**src/rtl/ptr_pkg.sv**
```systemverilog
package ptr_pkg;

   typedef enum logic [1:0] {
      PH_IDLE  = 2'd0,
      PH_ARMED = 2'd1,
      PH_DATA  = 2'd2
   } ptr_phase_e;

endpackage

```
**src/rtl/ptr_unit_decode.sv**
```systemverilog
module ptr_unit_decode #(
   parameter int UNIT_W  = 6,
   parameter int UNIT_ID = 9
) (
   input  logic              inst_sync_i,
   input  logic              test_dec_i,
   input  logic [UNIT_W-1:0] unit_sel_i,
   output logic              hit_o
);
   localparam logic [UNIT_W-1:0] MY_UNIT = UNIT_ID[UNIT_W-1:0];

   logic addr_eq;

   assign addr_eq = (unit_sel_i == MY_UNIT);
   assign hit_o   = inst_sync_i & test_dec_i & addr_eq;

endmodule

```
**src/rtl/ptr_cond_match.sv**
```systemverilog
module ptr_cond_match #(
   parameter int DATA_W   = 16,
   parameter int FUNC_W   = 8,
   parameter int FUNC_LSB = 0
) (
   input  logic [DATA_W-1:0] io_word_i,
   input  logic [FUNC_W-1:0] cond_i,
   output logic              match_o
);
   logic [FUNC_W-1:0] per_bit;
   logic              unused_word;

   for (genvar i = 0; i < FUNC_W; i++) begin : g_bit
      assign per_bit[i] = io_word_i[FUNC_LSB + i] & cond_i[i];
   end

   assign match_o     = |per_bit;
   assign unused_word = ^io_word_i;

endmodule

```
**src/rtl/ptr_phase_ctl.sv**
```systemverilog
module ptr_phase_ctl
   import ptr_pkg::*;
(
   input  logic clk,
   input  logic rst_n,
   input  logic hit_i,
   input  logic data_here_i,
   input  logic match_i,
   output logic sync_ret_o,
   output logic test_ret_o,
   output logic data_ack_o
);
   ptr_phase_e phase_q;

   always_ff @(posedge clk or negedge rst_n) begin
      if (!rst_n) begin
         sync_ret_o <= 1'b0;
      end else begin
         sync_ret_o <= hit_i;
      end
   end

   always_ff @(posedge clk or negedge rst_n) begin
      if (!rst_n) begin
         phase_q    <= PH_IDLE;
         test_ret_o <= 1'b0;
         data_ack_o <= 1'b0;
      end else begin
         case (phase_q)
            PH_IDLE: begin
               if (hit_i) phase_q <= PH_ARMED;
            end
            PH_ARMED: begin
               if (data_here_i) begin
                  phase_q    <= PH_DATA;
                  data_ack_o <= 1'b1;
                  test_ret_o <= match_i;
               end
            end
            PH_DATA: begin
               if (!data_here_i) begin
                  phase_q    <= PH_IDLE;
                  data_ack_o <= 1'b0;
                  test_ret_o <= 1'b0;
               end
            end
            default: begin
               phase_q    <= PH_IDLE;
               data_ack_o <= 1'b0;
               test_ret_o <= 1'b0;
            end
         endcase
      end
   end

endmodule

```
**src/rtl/ptr_test_responder.sv**
```systemverilog
module ptr_test_responder #(
   parameter int UNIT_W   = 6,
   parameter int UNIT_ID  = 9,
   parameter int DATA_W   = 16,
   parameter int FUNC_W   = 8,
   parameter int FUNC_LSB = 0
) (
   input  logic              clk,
   input  logic              rst_n,
   input  logic              inst_sync_i,
   input  logic              test_dec_i,
   input  logic [UNIT_W-1:0] unit_sel_i,
   input  logic              data_here_i,
   input  logic [DATA_W-1:0] io_word_i,
   input  logic [FUNC_W-1:0] cond_i,
   output logic              sync_ret_o,
   output logic              test_ret_o,
   output logic              data_ack_o
);
   localparam int FIELD_TOP = FUNC_LSB + FUNC_W;

   if (UNIT_W < 1 || UNIT_W > 16) begin : g_bad_unit_w
      $error("ptr_test_responder: UNIT_W out of range");
   end
   if (UNIT_ID < 0 || UNIT_ID >= (1 << UNIT_W)) begin : g_bad_unit_id
      $error("ptr_test_responder: UNIT_ID does not fit UNIT_W");
   end
   if (FUNC_W < 1 || FUNC_LSB < 0 || FIELD_TOP > DATA_W) begin : g_bad_field
      $error("ptr_test_responder: function field outside bus word");
   end

   logic hit;
   logic match;

   ptr_unit_decode #(
      .UNIT_W  (UNIT_W),
      .UNIT_ID (UNIT_ID)
   ) u_decode (
      .inst_sync_i (inst_sync_i),
      .test_dec_i  (test_dec_i),
      .unit_sel_i  (unit_sel_i),
      .hit_o       (hit)
   );

   ptr_cond_match #(
      .DATA_W   (DATA_W),
      .FUNC_W   (FUNC_W),
      .FUNC_LSB (FUNC_LSB)
   ) u_match (
      .io_word_i (io_word_i),
      .cond_i    (cond_i),
      .match_o   (match)
   );

   ptr_phase_ctl u_ctl (
      .clk         (clk),
      .rst_n       (rst_n),
      .hit_i       (hit),
      .data_here_i (data_here_i),
      .match_i     (match),
      .sync_ret_o  (sync_ret_o),
      .test_ret_o  (test_ret_o),
      .data_ack_o  (data_ack_o)
   );

endmodule

```
**config.mk**
```make
export PLATFORM = sky130hd
export DESIGN_NAME = ptr_test_responder
export DESIGN_NICKNAME = d
export VERILOG_FILES = /design/src/rtl/ptr_pkg.sv /design/src/rtl/ptr_unit_decode.sv /design/src/rtl/ptr_cond_match.sv /design/src/rtl/ptr_phase_ctl.sv /design/src/rtl/ptr_test_responder.sv
export SDC_FILE = /design/constraint.sdc
export NUM_CORES = 1
export LEC_CHECK = 0
export ABC_AREA = 1
export CAP_MARGIN = 20
export CORE_AREA = 10 10 47 49
export CTS_CLUSTER_SIZE = 10
export DETAILED_ROUTE_END_ITERATION = 10
export DIE_AREA = 0 0 57 59
export DONT_BUFFER_PORTS = 1
export PLACE_DENSITY = 0.39
export SKIP_LAST_GASP = 1
export SYNTH_ARGS = -nofsm -noshare
export SYNTH_HDL_FRONTEND = slang
export SYNTH_SLANG_ARGS = --single-unit
```
**constraint.sdc**
```tcl
create_clock -name clk -period 1.9 [get_ports clk]
set_clock_uncertainty 0.15 [all_clocks]
set_input_delay 0.38 -clock clk [delete_from_list [all_inputs] [get_ports clk]]
set_output_delay 0.38 -clock clk [all_outputs]
set_load 0.005 [all_outputs]
```
Yosys cells after proc, flatten, opt, wreduce, memory -nomap -nowiden
Index checks and enable logic that the tools add are counted.
- output and inout port bits: 3
- bits of input ports: 35
- word-level logic and storage cells: 34
- register bits after elaboration: 5
- eq/ne operators: 6
- multiplexer cells: 9
- bitwise gates (word level): 11
- reduce and logical (&&, ||, !) cells: 4
- operator list (cell ; count):
    $and 1x1->1 ; 10
    $reduce_or 8->1 ; 1
    $eq 6x4->1 const B ; 1
    $mux 2 ; 3
    $pmux 1 s3 ; 2
    $pmux 2 s3 ; 1
    $reduce_and 3->1 ; 2
    $ne 2x2->1 const B ; 2
    $mux 1 ; 3
    $eq 2x1->1 const B ; 1
    $eq 2x2->1 const B ; 1
    $logic_not 2->1 ; 1
    $ne 2x1->1 const B ; 1
    $not 1->1 ; 1

Depth between registers and ports, before layout
- depth after elaboration: 4
- gate-level depth with buffers: 6
- mapped depth without buffers: 6

By module
A second synthesis with hierarchy kept.
- cell total of the unflattened synthesis: 46
- area total of the unflattened synthesis: 287.8 µm²
- modules (own cells, without submodules) (module ; times used ; cells each ; sequential area each (µm²) ; area an instance (µm²)):
    ptr_phase_ctl ; 1 ; 21 ; 125.1 ; 191.4
    ptr_cond_match ; 1 ; 15 ; 0.0 ; 56.3
    ptr_unit_decode ; 1 ; 10 ; 0.0 ; 40.0

Worst setup path after synthesis
Ideal clock, no wire load.
- path type: flip-flop to flip-flop
- from: reg u_ctl.phase_q[0]
- to: reg u_ctl.phase_q[1]
- setup slack: 900 ps
- buffers on the path: 0
- arrival time: 726 ps
- data required time: 1626 ps
- period minus slack after synthesis: 1000 ps
- cell stages (with the launch flop): 4
- setup time: 124 ps
- path through: dfrtp_1 -> nand2_1 -> nor2_1 -> or2_1
- longest elaborated chain between the ends: 3
- elaborated cells on any way between the ends: 8
- classes of those cells: 5 x eq/ne; 1 x mux; 2 x reduce/logical
- ends and longest elaborated chain (what ; line ; source):
    start: declaration ; ptr_phase_ctl.sv:13 ; ptr_phase_e phase_q;
    start signal: assignment ; ptr_phase_ctl.sv:25 ; phase_q <= PH_IDLE;
    start signal: assignment ; ptr_phase_ctl.sv:31 ; if (hit_i) phase_q <= PH_ARMED;
    start signal: assignment ; ptr_phase_ctl.sv:35 ; phase_q <= PH_DATA;
    $eq 2x2->1, or another cell as far along ; ptr_phase_ctl.sv:29 ; case (phase_q)
    $ne 2x2->1 (no line) or $ne 2x1->1 (tied branches) ; -- ;
    $reduce_and 3->1 (no line) ; -- ;
Parallel ways exist; a longest one is shown, timed or not.
A chain may end at the register's enable or synchronous reset.

Final worst setup path
- from: reg u_ctl.data_ack_o
- to: out data_ack_o
- RTL lines (what ; line ; source):
    start: declaration ; ptr_phase_ctl.sv:11 ; output logic data_ack_o
    start signal: assignment ; ptr_phase_ctl.sv:27 ; data_ack_o <= 1'b0;
    start signal: assignment ; ptr_phase_ctl.sv:36 ; data_ack_o <= 1'b1;
    start signal: assignment ; ptr_phase_ctl.sv:43 ; data_ack_o <= 1'b0;
    end: declaration ; ptr_test_responder.sv:18 ; output logic data_ack_o
No word-level cell between the ends.

==> out/metrics.cfg <==
[status]
status=finished clean

[sta]
postLayoutSetupSlackWorst_ps=735
finalSetupViolCount=0
worstMarginPinSlew_ps=254
fmax_mhz=858
rsz0062_at_grt=no
fin_setup_tns_ps=0
slew_violations=0
finalHoldViolCount=0
fin_crit_sh_pct=61.3
period_needed_ps=1170
slew_headroom_pct=83.0

[worst_setup_path]
r2r_slack_ps=850
startpoint=u_ctl.data_ack_o
crit_cells=0
reg2regPathDepth=3
r2r_end=u_ctl.phase_q[1]
start_kind=flip-flop
r2r-start=u_ctl.phase_q[0]
cp-end-kind=primary output
crit_path_end=data_ack_o
cp.arrival_ps=640
crit_fanout=2
required_ps=1370
path_class=reg2out

[synth]
synth_cell_types=10
synth_nets=82
synth.yosys.seq_area_share_pct=41.8
netlist_area_um2=299
yosysWarnings=0
syn_avg_cell_area_um2=6.36
synth_seq_cells=5
netlist_instances=47

[floorplanning]
die_area_um2=3360
ios=38
die_h_um=59
rows=14
die_w_um=57
start_util_pct=21.3
core_area_um2=1400

[place]
port_buffers=0
dp_hpwl_um=790
gp_congestion=0.687
dp_slack_ps=852
place_area_um2=319
dpl.cell_count=63

[global_route]
grt_use_total_pct=5.28
antenna_found_initial=0
met1_usage_pct=3.94
grt_pass1_vias=362
met2_usage_pct=9.92
grt_busiest_layer=met2
grt_first_pass_wirelength_mm=1.37
grtUsageMet3_pct=5.36
grt_overflow=0
grt_max_degree=6

[finish]
final_common_cell=nand2_1
design_area_um2=355
fill_cells=173
area_growth_pct=18.8
drive_gt1_share_pct=5.77
fin_nets=88
instances_no_fill=68
final_cell_mix=nand2_1, nor2_1, dfrtp_1
diodes=0

[drt]
totalWireLength_um=892
drc=0
drt-wirelength-per-cell_um=13.1
ant_nets=0
viasPerCell=4.50
first_pass_iters=1
vias=306
drt-initial-drc-count=0

[clock_tree]
clock_tree.root_cell=clkbuf_4
cts_made_buffers=3
clkLatencyLatePin_ps=240
h-tree-depth=1
cts_setup_buffers=0
cts_tree=yes
clock_sinks=5
clk_pin_slew_ps=50
cts.path.max_buffers=2

[pwr]
p_per_area_nw_per_um2=756
finalPower_uw=268
p_leak_nw=0.188
p_int_uw=205
pwr-share-comb_pct=9.1
p_seq_share_pct=44.3
switching_share_pct=23.8
peakVddDrop_mv=0.265
power.clock.fraction_pct=46.5
power_switching_uw=63.9

[min_path]
hold_depth=2
hp-class=in2reg
hp-start=test_dec_i

[flow_run]
cap_viol_max_count=0

## logic make-up (layout without fill, tap and decap cells)
| kind of cell | count (synthesis) | after routing | share of synthesized area, % |
|---|---|---|---|
| and+or+nand+nor | 36 | 36 | 49.0 |
| DFF | 5 | 5 | 41.8 |
| buffers and inverters | 4 | 9 | 5.02 |
| AOI/OAI and AO/OA | 2 | 2 | 4.18 |
## registers in the layout, indices dropped and copies added (netlist names)
register,flops
u_ctl.test_ret_o,1
u_ctl.sync_ret_o,1
u_ctl.data_ack_o,1
u_ctl.phase_q,2
## power by group through the flow
stage / clock [mW] / combinational, mW / sequential [mW]
global route: 0.135 / 0.0282 / 0.120
CTS: 0.132 / 0.0253 / 0.119
global placement: 0 / 0.0211 / 0.121
detailed placement: 0 / 0.0214 / 0.121
floorplan: 0 / 0.0188 / 0.119
finish: 0.125 / 0.0245 / 0.119
## cell type report
cell class	count	area (um^2)	area share (%)
tap	16	20.0	5.63
clock buffer	4	26.3	7.39
multi-input combinational	38	159	44.7
inverter	4	15.0	4.23
sequential	5	125	35.2
timing repair buffer	1	10.0	2.82
## synth_stat cells
master	number	area share, %
o21ai_1	1	1.7
nand4_1	1	2.1
dfrtp_1	5	42
nor3_1	3	5.0
nor2_1	7	8.8
inv_1	4	5.0
or2_1	1	2.1
o21a_1	1	2.5
nand3_1	2	3.3
nand2_1	22	28
## metal layers
metal,vias to the layer above,part of all wire (%)
li1,156,-
met1,135,32
met2,15,54
met3,0,14
met4,0,0
met5,-,0
## how the worst min path moves through the flow
stage / to / slack (ps)
6_report: u_ctl.sync_ret_o / 120
5_1_grt: u_ctl.sync_ret_o / 130
4_1_cts: u_ctl.sync_ret_o / 110
3_5_place_dp: u_ctl.test_ret_o / -70
3_3_place_gp: u_ctl.test_ret_o / -70
2_1_floorplan: u_ctl.data_ack_o / -70
## metrics by stage
step                      hold WS [ps]  utilization, %
after CTS                          114            25.4
after floorplan                  -65.6               -
after global placement           -65.4            22.8
after detailed placement         -65.4            22.8
after global routing               127            25.4
final                              122            25.4
## what timing repair did
item                      CTS  global route
hold buffers                1             0
hold endpoints to repair    5             0
gates resized for setup     0             0
No activity file was read; power rests on OpenSTA's default activity.
